$ cat config.mk
export PLATFORM = sky130hd
export DESIGN_NAME = wp_unlock_guard
export DESIGN_NICKNAME = d
export VERILOG_FILES = /design/src/rtl/wpu_pkg.sv /design/src/rtl/wpu_addr_match.sv /design/src/rtl/wpu_seq_fsm.sv /design/src/rtl/wpu_gate.sv /design/src/rtl/wp_unlock_guard.sv
export SDC_FILE = /design/constraint.sdc
export NUM_CORES = 1
export LEC_CHECK = 0
export BUFFER_PORTS_ARGS = -buffer_cell sky130_fd_sc_hd__buf_2
export CAP_MARGIN = 20
export CORE_MARGIN = 5
export CORE_UTILIZATION = 25
export DETAILED_ROUTE_END_ITERATION = 7
export PLACE_DENSITY = 0.75
export SYNTH_ARGS = -nofsm -noshare
export SYNTH_HDL_FRONTEND = slang
export SYNTH_SLANG_ARGS = --single-unit
$ cat constraint.sdc
create_clock -name clk -period 1.15 [get_ports clk]
set_clock_uncertainty 0.05 [all_clocks]
set_input_delay 0.1725 -clock clk [delete_from_list [all_inputs] [get_ports clk]]
set_output_delay 0.1725 -clock clk [all_outputs]
set_load 0.1 [all_outputs]
$ cat src/rtl/wpu_pkg.sv
package wpu_pkg;

    typedef enum logic [2:0] {
        WS_LOCKED = 3'd0,
        WS_L_KEY1 = 3'd1,
        WS_L_KEY2 = 3'd2,
        WS_OPEN   = 3'd4,
        WS_O_KEY1 = 3'd5,
        WS_O_KEY2 = 3'd6
    } wpu_state_e;

    // Bit 2 of the encoding marks the unlocked half of the state space.
    function automatic logic wpu_is_open(input wpu_state_e s);
        return s[2];
    endfunction

endpackage

$ cat src/rtl/wpu_addr_match.sv
module wpu_addr_match #(
    parameter int          AW        = 12,
    parameter logic [AW-1:0] LOCK_ADDR = 12'h100
) (
    input  logic [AW-1:0] bus_addr,
    input  logic          bus_we,
    output logic          lock_sel,
    output logic          lock_wr
);

    always_comb begin
        lock_sel = (bus_addr == LOCK_ADDR);
        lock_wr  = lock_sel && bus_we;
    end

endmodule

$ cat src/rtl/wpu_seq_fsm.sv
module wpu_seq_fsm
    import wpu_pkg::*;
#(
    parameter int             KEY_W = 8,
    parameter logic [KEY_W-1:0] KEY0  = 8'h59,
    parameter logic [KEY_W-1:0] KEY1  = 8'h16,
    parameter logic [KEY_W-1:0] KEY2  = 8'h88
) (
    input  logic             clk,
    input  logic             rst_n,
    input  logic             lock_wr,
    input  logic [KEY_W-1:0] key_byte,
    output logic             unlocked
);

    wpu_state_e state_q, state_d;
    logic       open_now;

    always_ff @(posedge clk or negedge rst_n) begin
        if (!rst_n) state_q <= WS_LOCKED;
        else        state_q <= state_d;
    end

    always_comb begin
        open_now = wpu_is_open(state_q);
        state_d  = state_q;
        if (lock_wr) begin
            if (key_byte == KEY0) begin
                state_d = open_now ? WS_O_KEY1 : WS_L_KEY1;
            end else begin
                unique case (state_q)
                    WS_L_KEY1: state_d = (key_byte == KEY1) ? WS_L_KEY2 : WS_LOCKED;
                    WS_O_KEY1: state_d = (key_byte == KEY1) ? WS_O_KEY2 : WS_LOCKED;
                    WS_L_KEY2,
                    WS_O_KEY2: state_d = (key_byte == KEY2) ? WS_OPEN : WS_LOCKED;
                    WS_LOCKED,
                    WS_OPEN:   state_d = WS_LOCKED;
                    default:   state_d = WS_LOCKED;
                endcase
            end
        end
    end

    always_comb begin
        unlocked = wpu_is_open(state_q);
    end

    // the final key byte opens the block on the next cycle
    a_r2_key2_opens: assert property (@(posedge clk) disable iff (!rst_n)
        (lock_wr && key_byte == KEY2 && (state_q == WS_L_KEY2 || state_q == WS_O_KEY2))
        |=> unlocked);

    // a first key byte always restarts matching
    a_r6_key0_restarts: assert property (@(posedge clk) disable iff (!rst_n)
        (lock_wr && key_byte == KEY0) |=> (state_q == WS_L_KEY1 || state_q == WS_O_KEY1));

    // a stray lock write while open closes the block
    a_r7_relock: assert property (@(posedge clk) disable iff (!rst_n)
        (unlocked && lock_wr && key_byte != KEY0
         && !(state_q == WS_O_KEY1 && key_byte == KEY1)
         && !(state_q == WS_O_KEY2 && key_byte == KEY2))
        |=> !unlocked);

    // without a lock write nothing moves
    a_r8_hold: assert property (@(posedge clk) disable iff (!rst_n)
        !lock_wr |=> $stable(state_q));

endmodule

$ cat src/rtl/wpu_gate.sv
module wpu_gate #(
    parameter int DW = 32
) (
    input  logic          clk,
    input  logic          rst_n,
    input  logic          bus_we,
    input  logic          prot_hit,
    input  logic          lock_sel,
    input  logic          unlocked,
    output logic          wr_permit,
    output logic [DW-1:0] rd_data
);

    always_comb begin
        wr_permit = bus_we && !lock_sel && (!prot_hit || unlocked);
        rd_data   = '0;
        if (lock_sel) rd_data[0] = unlocked;
    end

    // protected writes are dropped while locked
    a_r3_locked_block: assert property (@(posedge clk) disable iff (!rst_n)
        (prot_hit && !unlocked) |-> !wr_permit);

    // lock-address writes never reach the register file
    a_r10_lock_addr_private: assert property (@(posedge clk) disable iff (!rst_n)
        lock_sel |-> !wr_permit);

    // only bit 0 of the lock register carries information
    a_r9_upper_zero: assert property (@(posedge clk) disable iff (!rst_n)
        lock_sel |-> (rd_data[DW-1:1] == '0));

endmodule

$ cat src/rtl/wp_unlock_guard.sv
module wp_unlock_guard #(
    parameter int            AW        = 12,
    parameter int            DW        = 32,
    parameter int            KEY_W     = 8,
    parameter logic [AW-1:0] LOCK_ADDR = 12'h100
) (
    input  logic          clk,
    input  logic          rst_n,
    input  logic [AW-1:0] bus_addr,
    input  logic [DW-1:0] bus_wdata,
    input  logic          bus_we,
    input  logic          prot_hit,
    output logic          wr_permit,
    output logic [DW-1:0] rd_data,
    output logic          unlock_o
);

    logic             lock_sel;
    logic             lock_wr;
    logic             unlocked;
    logic [KEY_W-1:0] key_byte;

    assign key_byte = bus_wdata[KEY_W-1:0];
    assign unlock_o = unlocked;

    wpu_addr_match #(.AW(AW), .LOCK_ADDR(LOCK_ADDR)) u_match (
        .bus_addr (bus_addr),
        .bus_we   (bus_we),
        .lock_sel (lock_sel),
        .lock_wr  (lock_wr)
    );

    wpu_seq_fsm #(.KEY_W(KEY_W)) u_fsm (
        .clk      (clk),
        .rst_n    (rst_n),
        .lock_wr  (lock_wr),
        .key_byte (key_byte),
        .unlocked (unlocked)
    );

    wpu_gate #(.DW(DW)) u_gate (
        .clk       (clk),
        .rst_n     (rst_n),
        .bus_we    (bus_we),
        .prot_hit  (prot_hit),
        .lock_sel  (lock_sel),
        .unlocked  (unlocked),
        .wr_permit (wr_permit),
        .rd_data   (rd_data)
    );

    // opening only ever follows a lock-address write in the prior cycle
    a_r5_open_registered: assert property (@(posedge clk) disable iff (!rst_n)
        $rose(unlock_o) |-> $past(lock_wr));

endmodule

; Yosys cells after proc, flatten, opt, wreduce, memory -nomap -nowiden
; Cells that the tools add are included.
[totals]
out_inout_bits = 34
inputBits = 48
wordCells = 23
register_bits = 3
[op_classes]
eq_ne = 8
reduce_logical = 7
n_mux = 7
[ops]
columns = op, count
row1 = $eq A12 B9 Y1 const B, 1
row2 = $mux W3, 4
row3 = $pmux W3 S3, 1
row4 = $eq A8 B5 Y1 const B, 1
row5 = $eq A8 B7 Y1 const B, 1
row6 = $eq A8 B8 Y1 const B, 1
row7 = $eq A3 B3 Y1 const B, 2
row8 = $eq A3 B1 Y1 const B, 1
row9 = $eq A3 B2 Y1 const B, 1
row10 = $logic_and A1 B1 Y1, 3
row11 = $logic_not A1 Y1, 2
row12 = $mux W2, 1
row13 = $reduce_or A2 Y1, 1
row14 = $logic_or A1 B1 Y1, 1
row15 = $mux W1, 1

; Longest topological paths before layout
; Gate-level depths: netlist (run 1).
[logic_depth]
depth_word = 4
mapped_depth = 4

; Modules after synthesis
; From an unflattened synthesis (run 1), not the netlist that was laid out.
[hier_totals]
hier_cells = 59
hier_area_um2 = 499.2
[by_module_without_submodules]
columns = mod, cells_each, n_inst, seq_area_each_um2, area_each_um2
row1 = wpu_gate, 35, 1, 0.0, 261.5
row2 = wpu_seq_fsm, 18, 1, 75.1, 191.4
row3 = wpu_addr_match, 6, 1, 0.0, 46.3

; Worst setup path before layout (run 1)
; OpenSTA, ideal clock, no wires.
[synth_path]
kind = register to output
start = reg u_fsm.state_q[2]
end = out wr_permit
arrival_time_ps = 3273
path_slack_ps = -2346
path_stages_with_launch = 3
cell_sequence = dfrtp_1 inv_1 a211oi_1
[synth_via]
elab_chain_cells = 2
[synth_rtl]
columns = item, line_no
row1 = "start, declared", wpu_seq_fsm.sv:16  ; wpu_state_e state_q, state_d;
row2 = "start signal, assigned", wpu_seq_fsm.sv:21  ; else state_q <= state_d;
row3 = $logic_or A1 B1 Y1, wpu_gate.sv:15  ; wr_permit = bus_we && !lock_sel && (!prot_hit || unlocked);
row4 = $logic_and A1 B1 Y1, wpu_gate.sv:15
row5 = "end, declared", wp_unlock_guard.sv:13  ; output logic wr_permit,
; No other way between the ends.

; Final worst setup path (run 1)
; Same ends and word-level chain as after synthesis.

==> out/results.tsv, run 1 <==
metric	value	unit
Post-Syn Area	522	um^2
Post-Synthesis Cells	58	
combinational fraction of design power	66.1	%
Longest Clk Path Bufs	2	
Max Freq	0.732	GHz
leakage power	0.390	nW
pin count of the biggest net entering global routing	5	
worst-path fanout max	3	
grt ovf	0	
via/cell ratio	3.54	
kind of critical path	reg2out	
RSZ-0062 raised after global routing	yes	
NetSw	0.546	mW
CTS Buf Count	3	
routability congestion estimate from global placement	0.774	
Rows	16	
Ports	82	
clk_lat worst skew	0.23	ns
proportion of layout cells with a drive suffix above 1	51.1	%
flops & latches, synth	3	
Tcrit/Tclk final	119	%
Netlist cell types	22	
hold_ws	0.216	ns
maxcap violations	0	
status	complete, but fails checks	
Internal Power	0.300	mW
core area	1980	um^2
Final Hold Fails	0	
sw frac	64.6	%
number of antenna diodes	0	
Sink Count	3	
NumNets Final	143	
slowest CP cell	dfrtp_4	
H-Tree Depth	1	
DRC Markers	0	
drt total wl	1200	um
max reg flops	3	
Die Ht	55.7	um
worst path required time	0.93	ns
Biggest register	u_fsm.state_q	
initial antenna violation count	0	
Final Setup Violations	5	
post-layout minimum cycle time	1.37	ns
worst setup margin	-0.217	ns
CTS tree	done	
area grow syn2layout	47.7	%
TNS Setup	-0.541	ns
clock group share of total power	21.3	%
top flop regs	u_fsm.state_q: 3 flops	
Total Power	0.846	mW
PD cells	1100	nW/um^2
drt pass-1 iters	2	
Worst-path clk slew	0.04	ns
vias in the first global route	396	
worst-path cell chain	inv_4 -> a211oi_4 -> buf_12	
Initial Util	26.3	%
number of vias in the routed layout	428	
root buffer cell	clkbuf_4	
post-synthesis sequential area ratio	14.4	%
Max stage delay on crit path	0.43	ns
first-pass GRT wire length	1750	um
Max VDD drop	0.708	mV
Mapped Avg Cell Area	9.00	um^2
DR WL/cell	9.91	um
failing checks	negative setup slack	
Post-DRT Antenna Nets	0	
hold crit path type	in2async	
Die Area	3100	um^2
pins over their slew limit	0	
Worst Path Arrival	1.14	ns
IO buf count	26	
width of the die	55.7	um
hpwl dp	1020	um
register share of total power	12.6	%
Tot GR Track Use	6.92	%
Starting DRT DRC Count	3	
nature of the critical path endpoint	primary output	
Yosys warning count	0	
Worst setup SP type	flop	
[worst max-delay path, delay by kind of cell, from the launching register on]
family / cells / cell delay [ns]
AO/OA/AOI/OAI: 1 / 0.24
buffers and inverters: 2 / 0.25
flip-flops: 1 / 0.43
[path summary, 6_finish.rpt]
path / startpoint / end / slack (ns) / cells past startpoint
worst max register to register: u_fsm.state_q[0]$_DFFE_PN0P_ / u_fsm.state_q[1]$_DFFE_PN0P_ / -0.03 / 3
worst max-delay path: u_fsm.state_q[2]$_DFFE_PN0P_ / wr_permit / -0.22 / 3
worst min register to register: u_fsm.state_q[0]$_DFFE_PN0P_ / u_fsm.state_q[0]$_DFFE_PN0P_ / 0.51 / 1
worst min-delay path: rst_n / u_fsm.state_q[0]$_DFFE_PN0P_ / 0.22 / 2
min in group clk: bus_wdata[1] / u_fsm.state_q[2]$_DFFE_PN0P_ / 0.23 / 3
max in group asynchronous: rst_n / u_fsm.state_q[2]$_DFFE_PN0P_ / 0.71 / 2
[power by group through the flow]
stage,combinational (mW),sequential [mW],clock (mW)
2_1_floorplan,0.552,0.109,0
3_3_place_gp,0.534,0.108,0
3_5_place_dp,0.537,0.108,0
4_1_cts,0.546,0.107,0.182
5_1_grt,0.573,0.106,0.196
6_report,0.560,0.106,0.180
[placed cells by master, fill, tap and decap left out, types with 3 or more instances in the layout]
cell type and n:
clkbuf_4 3, buf_4 6, conb_1 31, buf_2 19, buf_12 3, buf_6 4
[cell families after synthesis]
family | after synthesis | share of synthesized area, %
buffers and inverters | 33 | 46.0
and+or+nand+nor | 15 | 29.5
AOI/OAI and AO/OA | 4 | 5.03
DFF | 3 | 14.4
muxes | 2 | 4.32
other | 1 | 0.719
[stage by stage]
stage | cells | setup WS (ns) | instance area, um^2 | util [%]
after floorplan | 88 | -0.641 | 654 | -
after global placement | 112 | -0.256 | 646 | 32.6
after detailed placement | 112 | -0.287 | 646 | 32.6
after CTS | 121 | -0.232 | 726 | 36.6
after global routing | 121 | -0.255 | 771 | 38.9
final | 121 | -0.217 | 771 | 38.9
[cell usage after synthesis (all sizes together)]
| library cell | count | area (um^2) |
|---|---|---|
| nand4 | 1 | 12.5 |
| or4b | 1 | 10.0 |
| nor4bb | 1 | 10.0 |
| nor4 | 3 | 48.8 |
| dfrtp | 3 | 75.1 |
| and3 | 2 | 13.8 |
| nor2b | 1 | 6.26 |
| mux2 | 2 | 22.5 |
| o22a | 1 | 8.76 |
| o21ai | 2 | 10.0 |
| inv | 2 | 7.51 |
| a211oi | 1 | 7.51 |
| conb | 1 | 3.75 |
| nor2 | 1 | 3.75 |
| nor4b | 2 | 32.5 |
| buf | 31 | 233 |
| and2 | 1 | 6.26 |
| nand3 | 2 | 10.0 |
[layer usage]
layer | vias up | GRT usage, % | share of wire [%]
met5 | - | 0 | 0
met4 | 0 | 3.13 | 0
met3 | 0 | 3.25 | 16
met2 | 35 | 11.8 | 50
met1 | 185 | 7.14 | 34
li1 | 208 | - | -
[repair_timing]
action,in CTS,in global routing
hold buffers,1,0
hold endpoints to repair,3,0
pin swaps,8,7
endpoints found under the setup margin,4,6
buffers inserted,4,1
resized for setup,3,9
[layout make-up]
cell class / count / area [um^2]
Clock buffer: 4 / 26.3
Fill cell: 210 / 1210
Inverter: 2 / 10.0
Multi-Input combinational cell: 52 / 367
Sequential cell: 3 / 78.8
Tap cell: 27 / 33.8
Timing Repair Buffer: 33 / 255
Note: power is estimated with default switching activity, not from simulation.
==> run 2: changes to the inputs <==
--- a/config.mk
+++ b/config.mk
@@ -11,6 +11,7 @@
 export CORE_UTILIZATION = 25
 export DETAILED_ROUTE_END_ITERATION = 7
 export PLACE_DENSITY = 0.75
+export SLEW_MARGIN = 20
 export SYNTH_ARGS = -nofsm -noshare
 export SYNTH_HDL_FRONTEND = slang
 export SYNTH_SLANG_ARGS = --single-unit
==> constraint.sdc (replaced) <==
create_clock -name clk -period 1.15 [get_ports clk]
set_clock_uncertainty 0.05 [all_clocks]
set_input_delay 0.23 -clock clk [delete_from_list [all_inputs] [get_ports clk]]
set_output_delay 0.23 -clock clk [all_outputs]
set_load 0.1 [all_outputs]
==> out/results.tsv, run 2 (synthesis gave the netlist of run 1 again) <==
metric	value	unit
worst reg2reg path depth	4	
number of vias in the routed layout	459	
Multi-input gate area	360	um^2
Worst Path Arrival	1.16	ns
pins over their slew limit	0	
Max stage delay on crit path	0.28	ns
maxcap violations	0	
top flop regs	u_fsm.state_q: 3 flops	
slowest CP cell	nor4_4	
Die Ht	55.7	um
commonest cells after routing, fill and taps aside	conb_1, buf_2, buf_4	
Final Hold Fails	0	
pin count of the biggest net entering global routing	5	
Tot GR Track Use	8.97	%
worst setup margin	-0.287	ns
Hold Path Depth	3	
Post-DRT Antenna Nets	0	
grt ovf	0	
register share of total power	12.4	%
NumNets Final	146	
Worst-path clk slew	0.04	ns
Longest Clk Path Bufs	2	
Final Setup Violations	5	
sw frac	64.6	%
area grow syn2layout	54.0	%
routability congestion estimate from global placement	0.796	
Finished Layout Cells	124	
CTS Buf Count	3	
via/cell ratio	3.70	
hold crit path type	in2reg	
hold_ws	0.271	ns
failing checks	negative setup slack	
Die Area	3100	um^2
DR WL/cell	10.7	um
drt pass-1 iters	2	
clock group share of total power	21.8	%
vias in the first global route	500	
H-Tree Depth	1	
PD cells	1070	nW/um^2
Ports	82	
DRC Markers	0	
leakage power	0.418	nW
most common cell after layout, fill and taps aside	conb_1	
drt total wl	1320	um
Biggest register	u_fsm.state_q	
hpwl dp	1080	um
fillers	193	
RSZ-0062 raised after global routing	yes	
status	complete, but fails checks	
worst-path fanout max	2	
Sink Count	3	
post-layout minimum cycle time	1.44	ns
initial antenna violation count	0	
Starting DRT DRC Count	4	
number of antenna diodes	0	
worst-path cell chain	buf_6 -> nor4_4 -> and3_4 -> buf_4 -> a211oi_4 -> buf_12	
proportion of layout cells with a drive suffix above 1	51.5	%
Internal Power	0.304	mW
Initial Util	26.3	%
combinational fraction of design power	65.8	%
DP Cell Count	113	
Tcrit/Tclk final	125	%
Max Freq	0.696	GHz
width of the die	55.7	um
IO buf count	26	
core area	1980	um^2
Storage cell area	78.8	um^2
CTS tree	done	
Crit. path cell count	6	
kind of critical path	in2out	
max reg flops	3	
worst path required time	0.87	ns
Rows	16	
Worst path top cell family by delay	simple AND/OR/NAND/NOR gates	
CP bufs+invs	3	
Max VDD drop	0.555	mV
first-pass GRT wire length	2260	um
Worst setup SP type	input port	
clk_lat worst skew	0.23	ns
nature of the critical path endpoint	primary output	
root buffer cell	clkbuf_4	
NetSw	0.555	mW
[run 2: final cells by class]
type                       instances  share of cell area [%]
multi-input combinational         52                    44.9
tap                               27                    4.21
clock buffer                       4                    3.27
timing repair buffer              36                    36.6
sequential                         3                    9.81
inverter                           2                    1.25
[run 2: metal layers]
metal | share of wire, % | up-vias | GRT usage [%]
met5 | 0 | - | 0
met4 | 1.4 | 0 | 5.90
met3 | 16 | 2 | 5.10
met2 | 48 | 40 | 14.2
met1 | 35 | 202 | 8.92
li1 | - | 215 | -
[run 2: power groups by stage]
stage / Sequential (mW) / Combinational [mW] / Clock (mW)
2_1_floorplan: 0.109 / 0.552 / 0
3_3_place_gp: 0.108 / 0.535 / 0
3_5_place_dp: 0.108 / 0.540 / 0
4_1_cts: 0.106 / 0.557 / 0.197
5_1_grt: 0.106 / 0.580 / 0.214
6_report: 0.106 / 0.565 / 0.187
[run 2: what timing repair did]
action                                  CTS  global route
endpoints found under the hold margin     3             0
buffers inserted                          7             3
endpoints found under the setup margin    6             6
hold buffers                              1             0
pin swaps                                10             7
gates resized for setup                   9             2
[run 2: tightest hold or removal path: cells and delay by family]
kind	cells	cell delay [ns]
simple gates	1	0.12
buf+inv	1	0.08
compound gates	1	0.08
[run 2: final timing paths]
kind	slack [ns]	from	endpoint
min in group asynchronous	0.28	rst_n	u_fsm.state_q[0]$_DFFE_PN0P_
worst min register to register	0.49	u_fsm.state_q[0]$_DFFE_PN0P_	u_fsm.state_q[0]$_DFFE_PN0P_
worst min-delay path	0.27	bus_wdata[2]	u_fsm.state_q[2]$_DFFE_PN0P_
max in group asynchronous	0.64	rst_n	u_fsm.state_q[2]$_DFFE_PN0P_
worst max register to register	0.01	u_fsm.state_q[1]$_DFFE_PN0P_	u_fsm.state_q[2]$_DFFE_PN0P_
worst max-delay path	-0.29	bus_addr[0]	wr_permit
[run 2: per-stage QoR]
stage	cell area [um^2]	power, mW	setup slack [ns]	util (%)	TNS (ns)
2_1_floorplan	662	0.661	-0.699	-	-1.10
4_1_cts	791	0.861	-0.319	39.9	-0.919
6_report	803	0.859	-0.287	40.5	-0.854
3_5_place_dp	661	0.648	-0.401	33.3	-1.56
5_1_grt	803	0.900	-0.347	40.5	-1.17
3_3_place_gp	661	0.643	-0.352	33.3	-1.42
